<file path="src/rtl/ipt_pkg.sv">
package ipt_pkg;
    // Registered response state of the translator
    typedef enum logic [1:0] {
        RSP_IDLE  = 2'd0,
        RSP_HIT   = 2'd1,
        RSP_MULTI = 2'd2,
        RSP_FAULT = 2'd3
    } rsp_state_t;
endpackage

</file>
<file path="src/rtl/ipt_entry_bank.sv">
module ipt_entry_bank #(
    parameter int FRAMES = 16,
    parameter int VPN_W  = 20,
    localparam int FIDX_W = $clog2(FRAMES)
) (
    input  logic                           clk,
    input  logic                           rst_n,
    input  logic                           sup_mode,
    input  logic                           wr_en,
    input  logic                           wr_inval,
    input  logic [FIDX_W-1:0]              wr_frame,
    input  logic [VPN_W-1:0]               wr_vpn,
    output logic [FRAMES-1:0]              ent_valid,
    output logic [FRAMES-1:0][VPN_W-1:0]   ent_vpn
);
    logic wr_ok;
    assign wr_ok = wr_en && sup_mode;

    for (genvar i = 0; i < FRAMES; i++) begin : g_slot
        logic sel;
        assign sel = wr_ok && (wr_frame == FIDX_W'(i));

        always_ff @(posedge clk or negedge rst_n) begin
            if (!rst_n) begin
                ent_valid[i] <= 1'b0;
                ent_vpn[i]   <= '0;
            end else if (sel) begin
                ent_valid[i] <= !wr_inval;
                if (!wr_inval) begin
                    ent_vpn[i] <= wr_vpn;
                end
            end
        end
    end

    // user-mode writes leave the table untouched
    p_user_write_ignored_r7: assert property (@(posedge clk) disable iff (!rst_n)
        !sup_mode |=> ($stable(ent_valid) && $stable(ent_vpn)));

    // a supervisor invalidate clears its slot
    p_inval_clears_r5: assert property (@(posedge clk) disable iff (!rst_n)
        (sup_mode && wr_en && wr_inval && (int'(wr_frame) < FRAMES))
        |=> !ent_valid[$past(wr_frame)]);
endmodule

</file>
<file path="src/rtl/ipt_match.sv">
module ipt_match #(
    parameter int FRAMES = 16,
    parameter int VPN_W  = 20
) (
    input  logic [FRAMES-1:0]             ent_valid,
    input  logic [FRAMES-1:0][VPN_W-1:0]  ent_vpn,
    input  logic [VPN_W-1:0]              req_vpn,
    output logic [FRAMES-1:0]             hit
);
    // One comparator per frame, all evaluated in parallel
    for (genvar i = 0; i < FRAMES; i++) begin : g_cmp
        assign hit[i] = ent_valid[i] && (ent_vpn[i] == req_vpn);
    end
endmodule

</file>
<file path="src/rtl/ipt_prio.sv">
module ipt_prio #(
    parameter int FRAMES = 16,
    localparam int FIDX_W = $clog2(FRAMES)
) (
    input  logic                clk,
    input  logic                rst_n,
    input  logic [FRAMES-1:0]   hit,
    output logic                any_hit,
    output logic                multi,
    output logic [FIDX_W-1:0]   idx
);
    logic [FRAMES-1:0] hit_m1;

    assign any_hit = |hit;
    assign hit_m1  = hit - {{(FRAMES-1){1'b0}}, 1'b1};
    assign multi   = |(hit & hit_m1);

    // Lowest set bit wins: scan downward so the last assignment is the lowest
    always_comb begin
        idx = '0;
        for (int i = FRAMES - 1; i >= 0; i--) begin
            if (hit[i]) begin
                idx = FIDX_W'(i);
            end
        end
    end

    // the selected frame is one that matched
    p_grant_is_hit_r6: assert property (@(posedge clk) disable iff (!rst_n)
        any_hit |-> hit[idx]);

    // the multiple-match flag means at least two comparators fired
    p_multi_two_r6: assert property (@(posedge clk) disable iff (!rst_n)
        multi |-> ($countones(hit) > 1));
endmodule

</file>
<file path="src/rtl/ipt_xlate.sv">
module ipt_xlate
    import ipt_pkg::*;
#(
    parameter int FRAMES = 16,
    parameter int VPN_W  = 20,
    parameter int OFS_W  = 10,
    localparam int FIDX_W = $clog2(FRAMES),
    localparam int PA_W   = FIDX_W + OFS_W
) (
    input  logic               clk,
    input  logic               rst_n,
    input  logic               sup_mode,
    input  logic               wr_en,
    input  logic               wr_inval,
    input  logic [FIDX_W-1:0]  wr_frame,
    input  logic [VPN_W-1:0]   wr_vpn,
    input  logic               req_valid,
    input  logic [VPN_W-1:0]   req_vpn,
    input  logic [OFS_W-1:0]   req_ofs,
    output logic               rsp_valid,
    output logic [PA_W-1:0]    rsp_paddr,
    output logic               rsp_fault,
    output logic               rsp_multi
);
    logic [FRAMES-1:0]             ent_valid;
    logic [FRAMES-1:0][VPN_W-1:0]  ent_vpn;
    logic [FRAMES-1:0]             hit;
    logic                          any_hit;
    logic                          multi;
    logic [FIDX_W-1:0]             idx;

    rsp_state_t          state_q, state_d;
    logic [PA_W-1:0]     paddr_q, paddr_d;

    ipt_entry_bank #(.FRAMES(FRAMES), .VPN_W(VPN_W)) u_bank (
        .clk       (clk),
        .rst_n     (rst_n),
        .sup_mode  (sup_mode),
        .wr_en     (wr_en),
        .wr_inval  (wr_inval),
        .wr_frame  (wr_frame),
        .wr_vpn    (wr_vpn),
        .ent_valid (ent_valid),
        .ent_vpn   (ent_vpn)
    );

    ipt_match #(.FRAMES(FRAMES), .VPN_W(VPN_W)) u_match (
        .ent_valid (ent_valid),
        .ent_vpn   (ent_vpn),
        .req_vpn   (req_vpn),
        .hit       (hit)
    );

    ipt_prio #(.FRAMES(FRAMES)) u_prio (
        .clk     (clk),
        .rst_n   (rst_n),
        .hit     (hit),
        .any_hit (any_hit),
        .multi   (multi),
        .idx     (idx)
    );

    // Next response state, chosen by the current request alone
    always_comb begin
        if (!req_valid) begin
            state_d = RSP_IDLE;
        end else if (!any_hit) begin
            state_d = RSP_FAULT;
        end else if (multi) begin
            state_d = RSP_MULTI;
        end else begin
            state_d = RSP_HIT;
        end
        paddr_d = (req_valid && any_hit) ? {idx, req_ofs} : '0;
    end

    // State register
    always_ff @(posedge clk or negedge rst_n) begin
        if (!rst_n) begin
            state_q <= RSP_IDLE;
            paddr_q <= '0;
        end else begin
            state_q <= state_d;
            paddr_q <= paddr_d;
        end
    end

    // Outputs decoded from the state
    always_comb begin
        rsp_valid = 1'b0;
        rsp_fault = 1'b0;
        rsp_multi = 1'b0;
        unique case (state_q)
            RSP_IDLE:  ;
            RSP_HIT:   rsp_valid = 1'b1;
            RSP_MULTI: begin
                rsp_valid = 1'b1;
                rsp_multi = 1'b1;
            end
            RSP_FAULT: begin
                rsp_valid = 1'b1;
                rsp_fault = 1'b1;
            end
            default:   ;
        endcase
        rsp_paddr = paddr_q;
    end

    // a response follows each request one cycle later, and only then
    p_rsp_follows_req_r2: assert property (@(posedge clk) disable iff (!rst_n)
        req_valid |=> rsp_valid);
    p_no_spurious_rsp_r2: assert property (@(posedge clk) disable iff (!rst_n)
        !req_valid |=> !rsp_valid);

    // a fault carries a zero address
    p_fault_zero_addr_r4: assert property (@(posedge clk) disable iff (!rst_n)
        rsp_fault |-> (rsp_paddr == '0) && !rsp_multi);

    // the word offset lands unchanged in the low address bits
    p_offset_passthru_r3: assert property (@(posedge clk) disable iff (!rst_n)
        (rsp_valid && !rsp_fault) |-> (rsp_paddr[OFS_W-1:0] == $past(req_ofs)));

    // a multiple match is still a successful translation
    p_multi_is_hit_r6: assert property (@(posedge clk) disable iff (!rst_n)
        rsp_multi |-> (rsp_valid && !rsp_fault));

    // outputs are quiet when no response is given
    p_idle_quiet_r9: assert property (@(posedge clk) disable iff (!rst_n)
        !rsp_valid |-> (!rsp_fault && !rsp_multi && (rsp_paddr == '0)));
endmodule

</file>
<file path="config.mk">
export PLATFORM = sky130hd
export DESIGN_NAME = ipt_xlate
export DESIGN_NICKNAME = d
export VERILOG_FILES = /design/src/rtl/ipt_pkg.sv /design/src/rtl/ipt_entry_bank.sv /design/src/rtl/ipt_match.sv /design/src/rtl/ipt_prio.sv /design/src/rtl/ipt_xlate.sv
export SDC_FILE = /design/constraint.sdc
export NUM_CORES = 1
export LEC_CHECK = 0
export ABC_AREA = 1
export CAP_MARGIN = 20
export CORE_ASPECT_RATIO = 1.1
export CORE_MARGIN = 2
export CORE_UTILIZATION = 45
export CTS_BUF_LIST = sky130_fd_sc_hd__clkbuf_4 sky130_fd_sc_hd__clkbuf_8
export DETAILED_ROUTE_END_ITERATION = 10
export PLACE_DENSITY_LB_ADDON = 0.25
export SYNTH_ARGS = -nofsm -noshare
export SYNTH_HDL_FRONTEND = slang
export SYNTH_HIERARCHICAL = 1
export SYNTH_SLANG_ARGS = --single-unit
</file>
<file path="constraint.sdc">
create_clock -name clk -period 5.07 [get_ports clk]
set_input_delay 0.507 -clock clk [delete_from_list [all_inputs] [get_ports clk]]
set_output_delay 0.507 -clock clk [all_outputs]
set_load 0.02 [all_outputs]
</file>
# Yosys cells after proc, flatten, opt, wreduce, memory -nomap -nowiden
# Index checks and enable logic that the tools add are counted.
# op_classes
n_bitwise	2
n_addsub	1
n_reduce_logical	55
eq_ne	34
mux	23
# ops
operator	count
$eq A20 B20 Y1	16
$mux W4	16
$logic_and A1 B1 Y1	34
$eq A4 B4 Y1 const B	8
$reduce_and A2 Y1	16
$reduce_or A16 Y1	2
$and A16 B16 Y16	1
$eq A4 B3 Y1 const B	4
$sub A16 B1 Y16 const B	1
$mux W14	1
$eq A4 B2 Y1 const B	2
$mux W2	3
$eq A2 B2 Y1 const B	2
$eq A4 B1 Y1 const B	1
$logic_not A4 Y1	1
$mux W1	3
$reduce_or A3 Y1	1
$eq A2 B1 Y1 const B	1
$logic_not A1 Y1	1
$not A1 Y1	1
# word_totals
output_inout_bits	17
in_bits	60
reg_bits	352
elab_cells	149

# Logic depth before layout (Yosys ltp)
# Gate-level depths: netlist of the first run.
# depth
word_depth	19
ltp_mapped	27
ltp_nobuf	25

# Modules after synthesis
# The synthesis of the first run kept the hierarchy.
# by_module_without_submodules
mod	area_per_inst_um2	instances	cells_per_inst
ipt_entry_bank	14103.5	1	1552
ipt_match	5516.5	1	1360
ipt_xlate	591.8	1	55
ipt_prio	407.9	1	79

# Worst setup path before layout of the first run
# Ideal clock, no wire load.
# synth_path
path_type	input to register
startpoint	in req_vpn[16]
endpoint	reg state_q[1]
setup_time_ps	77
arrival_ps	2242
stages	19
slack_ps	2751
required_time_ps	4993
path_buffers	2
path_cell_list	buf_4 > inv_1 > buf_4 > nand2_1 > nand2_1 > nor2_1 > nand2_1 > nor2_1 > nand2_1 > nor2_1 > nor2_2 > nand2_2 > nor2_1 > nor2_1 > nor3_2 > a21boi_2 > nand4_1 > inv_1 > a21oi_1
# synth_via
elab_chain_cells	8
elab_cells_between_ends	39
# synth_lines
item	line	text
from (decl)	ipt_xlate.sv:18	input logic [VPN_W-1:0] req_vpn,
$eq A20 B20 Y1 *	ipt_match.sv:12	assign hit[i] = ent_valid[i] && (ent_vpn[i] == req_vpn);
$logic_and A1 B1 Y1 *	ipt_match.sv:12	
via hit[4]	ipt_xlate.sv:27	logic [FRAMES-1:0] hit;
$sub A16 B1 Y16	ipt_prio.sv:15	assign hit_m1 = hit - {{(FRAMES-1){1'b0}}, 1'b1};
$and A16 B16 Y16 *	ipt_prio.sv:16	assign multi = |(hit & hit_m1);
$reduce_or A16 Y1 *	ipt_prio.sv:16	
via multi	ipt_xlate.sv:29	logic multi;
$mux W2 *	ipt_xlate.sv:69	end else if (multi) begin
$mux W2 *	ipt_xlate.sv:67	end else if (!any_hit) begin
$mux W2 *	ipt_xlate.sv:65	if (!req_valid) begin
via state_d[1]	ipt_xlate.sv:32	rsp_state_t state_q, state_d;
to (signal assigned)	ipt_xlate.sv:83	state_q <= state_d;
to (decl)	ipt_xlate.sv:32	
# The timed path passes the listed nets; every way through them passes the cells marked *.
# A chain may end at the register's enable or synchronous reset.

# Worst setup path in the final report of the first run
# layout_path
startpoint	in req_vpn[1]
endpoint	reg state_q[1]
# The elaborated chain is that of the path after synthesis.

==> impl_metrics.py, run 1 <==
metrics = {
    "floorplan": {
        "die_x_microns": 208.1,
        "core_area_sq_um": 45450,
        "ioPinCount": 77,
        "dieArea_sq_um": 47550,
        "initial_core_util": 0.4537,
        "die_h_microns": 228.5,
        "rows": 82,
    },
    "critical_path": {
        "critPathLaunchType": "input port",
        "critical_path_class": "in2reg",
        "crit_fanout": 21,
        "cp.arrival_ns": 4.08,
        "cp-end-kind": "flip-flop",
        "cp.required_ns": 5.67,
        "rr_worst_depth": 14,
    },
    "placement": {
        "place_hpwl_microns": 51790,
        "io_buffer_count": 76,
        "finalWeightedCongestion": 0.9701,
    },
    "cts": {
        "clkLatencyLatePin_ns": 0.71,
        "htree_levels": 2,
        "cts_buffers": 59,
        "cts_tree": "built",
        "path_clk_slew_ns": 0.07,
        "post_cts.repair.setup_buffers": 0,
        "clockBufferDepth": 3,
        "cts-resized-gates": 0,
        "hold_buffers": 1,
        "cts_sinks": 352,
        "cts_root_buffer": "clkbuf_8",
    },
    "power_and_ir_drop": {
        "power_density_nw_per_um2": 341.3,
        "ir_drop_uv": 179.9,
        "power.total_w": 0.007836,
        "p_leak_nw": 12.09,
    },
    "worst_hold_path": {
        "hp-class": "in2reg",
        "whs_path_depth": 3,
    },
    "timing": {
        "hold_viol": 0,
        "rsz0062_at_grt": "false",
        "period_share": 0.6850,
        "min_period_ns": 3.473,
        "final_max_slew_viol_count": 0,
        "slew_headroom": 0.2254,
        "setup_viol": 0,
        "fmax_mhz": 287.9,
        "worst_pin_slew_ns": 1.159,
        "finClkSkew_ns": 0.03700,
        "tns_ns": 0,
    },
    "synthesis": {
        "yosysUniqueCellTypes": 32,
        "syn_nets": 3106,
        "yosys-top-cells-count": "nand2_1 (1427), dfrtp_1 (352), nand4_1 (328), inv_1 (255), nor2_1 (226)",
        "synth.avg_cell_area_sq_um": 6.769,
        "syn_inst": 3046,
        "ys_seq_area_frac": 0.4272,
        "yosysWarnings": 6,
        "synth_area_leader_cell": "dfrtp_1",
        "ys_ff_latch": 352,
        "async_reset_ff_frac": 1.000,
        "synth_top_area_frac": 0.4272,
        "synthTopCellsByArea": "dfrtp_1 (43%), nand2_1 (26%), nand4_1 (10%), inv_1 (4.6%), nor2_1 (4.1%)",
        "synth.most_common_cell": "nand2_1",
        "synth_ff_type": "dfrtp_1",
        "synth-edff-count": 0,
        "syn_area_sq_um": 20620,
    },
    "global_routing": {
        "grt_pass1_vias": 19930,
        "grt_overflow": 0,
        "track_usage": 0.3536,
        "grt_max_degree": 128,
        "grt_first_pass_wirelength_microns": 126400,
        "antenna_found_initial": 2,
    },
    "detailed_routing": {
        "ant_nets": 0,
        "viasPerCell": 5.793,
        "drt_iter0_drc": 2595,
        "routed.top_layer": "met4",
        "routedWlPerCell_microns": 23.02,
        "drc": 0,
        "routed-wl-met2_microns": 35620,
        "route.vias.total": 21230,
        "wl_met3_microns": 10490,
        "routedLengthMet1_microns": 32280,
        "dr.pass1.iters": 7,
        "wl_microns": 84360,
    },
    "layout": {
        "fill_cells": 4514,
        "drive_above_1_share": 0.07777,
        "num-nets-final": 3083,
        "synthToLayoutAreaGrowth_pct": 11.34,
    },
    "outcome": {
        "status": "complete, no violations",
    },
    "job": {
        "drv_cap": 0,
    },
}
-- layout by cell type, fill, tap and decap left out, types with 7 or more instances in the layout --
cell,instances
o22ai_1,28
nand4_1,328
inv_1,253
a21oi_1,7
inv_2,15
xnor2_1,17
nor2_4,10
nand3_1,39
clkinv_2,8
nor2_1,223
nand2_1,1427
nor2_2,14
clkdlybuf4s50_1,73
clkbuf_8,79
o21ai_0,64
buf_4,62
xor2_1,12
dfrtp_1,352
clkbuf_4,19
-- area by class of cell --
type,instances,area (sq um),share of cell area
antenna,3,7.507,0.0003270
clock buffer,98,1230,0.05357
clock inverter,13,132.6,0.005777
inverter,269,1017,0.04431
multi-input combinational,2194,9630,0.4195
sequential,352,8808,0.3837
tap,588,735.7,0.03205
timing repair buffer,147,1396,0.06082
-- logic make-up (layout without fill, tap and decap cells) --
logic type             count (synthesis)  in the layout  share of synthesized area
other                                  0              3                          0
buffers and inverters                500            527                     0.1071
flip-flops                           352            352                     0.4272
AND/OR/NAND/NOR                     2057           2057                     0.4248
AO/OA/AOI/OAI                        108            108                    0.02864
XOR/XNOR                              29             29                    0.01232
-- critical path: stages --
cell	delay, ns
clkdlybuf4s50_1	0.98
inv_1	0.15
buf_4	0.30
nand2_1	0.11
nand2_1	0.06
nor2_1	0.23
nand2_1	0.09
nor2_1	0.19
nand2_1	0.08
nor2_1	0.43
nor2_4	0.09
nand2_4	0.13
o22ai_1	0.07
o21ai_0	0.15
nor3_2	0.07
a21boi_2	0.15
nand4_1	0.10
inv_1	0.05
a21oi_1	0.12
-- where the power goes --
part           total, W  internal (W)  switching, W
combinational   0.00144      0.000454      0.000989
clock           0.00292       0.00163       0.00128
sequential      0.00348       0.00317      0.000308
-- metrics by stage --
step | worst slack (ns) | utilization | hold WS (ns) | area, sq um | cells
6_report | 1.597 | 0.5051 | 0.3594 | 22960 | 3664
3_5_place_dp | 1.120 | 0.4748 | 0.4582 | 21580 | 3549
4_1_cts | 1.817 | 0.5050 | 0.3318 | 22950 | 3661
2_1_floorplan | 2.751 | - | 0.2114 | 20620 | 3046
3_3_place_gp | 1.158 | 0.4729 | 0.4572 | 21490 | 3545
5_1_grt | 1.447 | 0.5050 | 0.3618 | 22950 | 3662
-- flip-flops by register name (all words and copies together) (netlist names) --
| register | cells |
|---|---|
| u_bank/ent_valid | 16 |
| u_bank/ent_vpn | 320 |
| state_q | 2 |
| rsp_paddr | 14 |
-- final timing paths --
path / endpoint / slack (ns) / startpoint
min in group asynchronous: u_bank/ent_vpn[163] / 0.45 / rst_n
hold reg to reg: u_bank/ent_vpn[219] / 0.47 / u_bank/ent_vpn[219]
max in group asynchronous: u_bank/ent_vpn[48] / 3.32 / rst_n
setup / recovery: state_q[1] / 1.60 / req_vpn[1]
hold / removal: rsp_paddr[0] / 0.36 / req_ofs[0]
setup reg to reg: state_q[1] / 2.45 / u_bank/ent_vpn[53]
-- metal layers --
metal | up-vias | global-route usage
li1 | 9547 | -
met5 | - | 0
met2 | 1382 | 0.5259
met1 | 9960 | 0.4607
met4 | 0 | 0.2183
met3 | 336 | 0.09316
No activity file was read; power rests on OpenSTA's default activity.
==> inputs of run 2 (changes only) <==
- clock period: 5.07 -> 2.8 ns (I/O delays scaled with it)
==> impl_metrics.py, run 2 (synthesis gave the netlist of run 1 again) <==
metrics = {
    "timing": {
        "period_share": 0.9213,
        "rsz0062_at_grt": "false",
        "worst_pin_slew_ns": 0.8265,
        "setup_viol": 0,
        "slew_headroom": 0.4490,
        "setup_ws_ns": 0.2203,
        "final_max_slew_viol_count": 0,
        "tns_ns": 0,
        "min_period_ns": 2.580,
        "finClkSkew_ns": 0.02870,
        "fmax_mhz": 387.6,
        "hold_viol": 0,
    },
    "cts": {
        "clkLatencyLatePin_ns": 0.64,
        "cts_buffers": 66,
        "htree_levels": 3,
        "post_cts.repair.setup_buffers": 0,
        "clockBufferDepth": 3,
        "cts_root_buffer": "clkbuf_8",
        "path_clk_slew_ns": 0.06,
        "cts_sinks": 352,
        "cts-resized-gates": 0,
        "cts_tree": "built",
    },
    "detailed_routing": {
        "drt_iter0_drc": 2749,
        "ant_nets": 0,
        "drc": 0,
        "dr.pass1.iters": 6,
        "wl_microns": 87470,
        "route.vias.total": 21690,
        "viasPerCell": 5.697,
        "routedWlPerCell_microns": 22.97,
    },
    "critical_path": {
        "critical_path.cell_chain": "clkdlybuf4s50_1 > buf_4 > buf_4 > nand2_1 > nand2_1 > nand3_1 > nor2_1 > nand2_1 > nor2_1 > buf_4 > nor2_1 > o31ai_1 > nand2_1 > nand2_1 > nand2_1 > a21oi_1 > inv_1 > nor2_2",
        "critPathSlowestCell": "clkdlybuf4s50_1",
        "critical_path_class": "in2reg",
        "cp_common_cell": "nand2_1",
        "cp.depth": 18,
        "rr_worst_depth": 16,
        "cp.required_ns": 3.37,
        "critPathMaxStageDelay_ns": 0.55,
        "critPathLaunchType": "input port",
        "cp_top_family": "buffers and inverters",
        "critPathBufInv": 5,
        "cp-end-kind": "flip-flop",
        "cp.arrival_ns": 3.15,
        "crit_fanout": 11,
    },
    "global_routing": {
        "antenna_found_initial": 4,
        "grt_overflow": 0,
        "grt_first_pass_wirelength_microns": 130600,
        "grt_pass1_vias": 20400,
        "grt_max_degree": 95,
        "track_usage": 0.3672,
    },
    "placement": {
        "finalWeightedCongestion": 0.9809,
        "io_buffer_count": 76,
        "place_hpwl_microns": 57750,
        "dp_slack_ns": -0.3320,
    },
    "floorplan": {
        "ioPinCount": 77,
        "rows": 82,
        "die_h_microns": 228.5,
        "die_x_microns": 208.1,
        "initial_core_util": 0.4537,
        "core_area_sq_um": 45450,
        "dieArea_sq_um": 47550,
    },
    "layout": {
        "fin_util": 0.5374,
        "synthToLayoutAreaGrowth_pct": 18.46,
        "drive_above_1_share": 0.1193,
        "largest-register": "u_bank/ent_vpn",
        "final_cell_mix": "nand2_1 (1427), dfrtp_1 (352), nand4_1 (328)",
        "num-nets-final": 3234,
        "largest_reg_flops": 320,
        "final_common_cell": "nand2_1",
    },
    "power_and_ir_drop": {
        "p_leak_nw": 12.91,
        "power_density_nw_per_um2": 589.4,
        "ir_drop_uv": 317.6,
    },
    "job": {
        "drv_cap": 0,
    },
    "outcome": {
        "status": "complete, no violations",
    },
    "worst_hold_path": {
        "hp-class": "in2async",
    },
}
[run 2: cell types whose count changed in the layout (fill, tap and decap cells not counted), moves of 3 or more]
cell / change
buf_12: +37
buf_4: +111
clkbuf_8: +4
clkinvlp_4: +3
[run 2: path summary, 6_finish.rpt]
kind / slack, ns / end / start
max: 0.22 / rsp_paddr[11] / req_vpn[12]
min: 0.09 / u_bank/ent_vpn[161] / rst_n
max reg2reg: 0.37 / rsp_paddr[11] / u_bank/ent_vpn[318]
min reg2reg: 0.47 / u_bank/ent_vpn[77] / u_bank/ent_vpn[77]
max in group asynchronous: 1.79 / u_bank/ent_vpn[54] / rst_n
min in group clk: 0.16 / rsp_paddr[2] / req_ofs[2]
[run 2: stage by stage]
step / area [sq um] / hold slack (ns) / total power [W] / cells
after floorplan: 20620 / -0.01559 / 0.007844 / 3046
after global routing: 24430 / 0.1188 / 0.01507 / 3807
final: 24430 / 0.08989 / 0.01440 / 3807
after global placement: 23070 / 0.1848 / 0.009045 / 3693
after CTS: 24420 / 0.07345 / 0.01438 / 3806
after detailed placement: 23070 / 0.1874 / 0.009108 / 3693
[run 2: power by group]
part / switching (W) / internal [W] / leakage, nW / total [W]
registers: 0.000549 / 0.00574 / 4.70 / 0.00629
clock network: 0.00238 / 0.00289 / 0.708 / 0.00527
logic: 0.00186 / 0.000977 / 7.51 / 0.00284
[run 2: cell type report]
type / instances / area (sq um)
antenna: 1 / 2.502
clock buffer: 100 / 1270
clock inverter: 12 / 77.57
fill: 4471 / 21020
inverter: 269 / 1017
multi-input combinational: 2194 / 9630
sequential: 352 / 8808
tap: 588 / 735.7
timing repair buffer: 291 / 2885
[run 2: layer usage]
metal,GRT usage,wire [microns],up-vias
met5,0,27,-
met4,0.1769,4328,4
met3,0.08052,9524,242
met2,0.5578,38180,1287
met1,0.4984,35400,10300
li1,-,-,9858
[run 2: repair_timing]
item | CTS | global route
setup endpoints to repair | 0 | 0
hold buffers | 1 | 0
endpoints found under the hold margin | 322 | 0
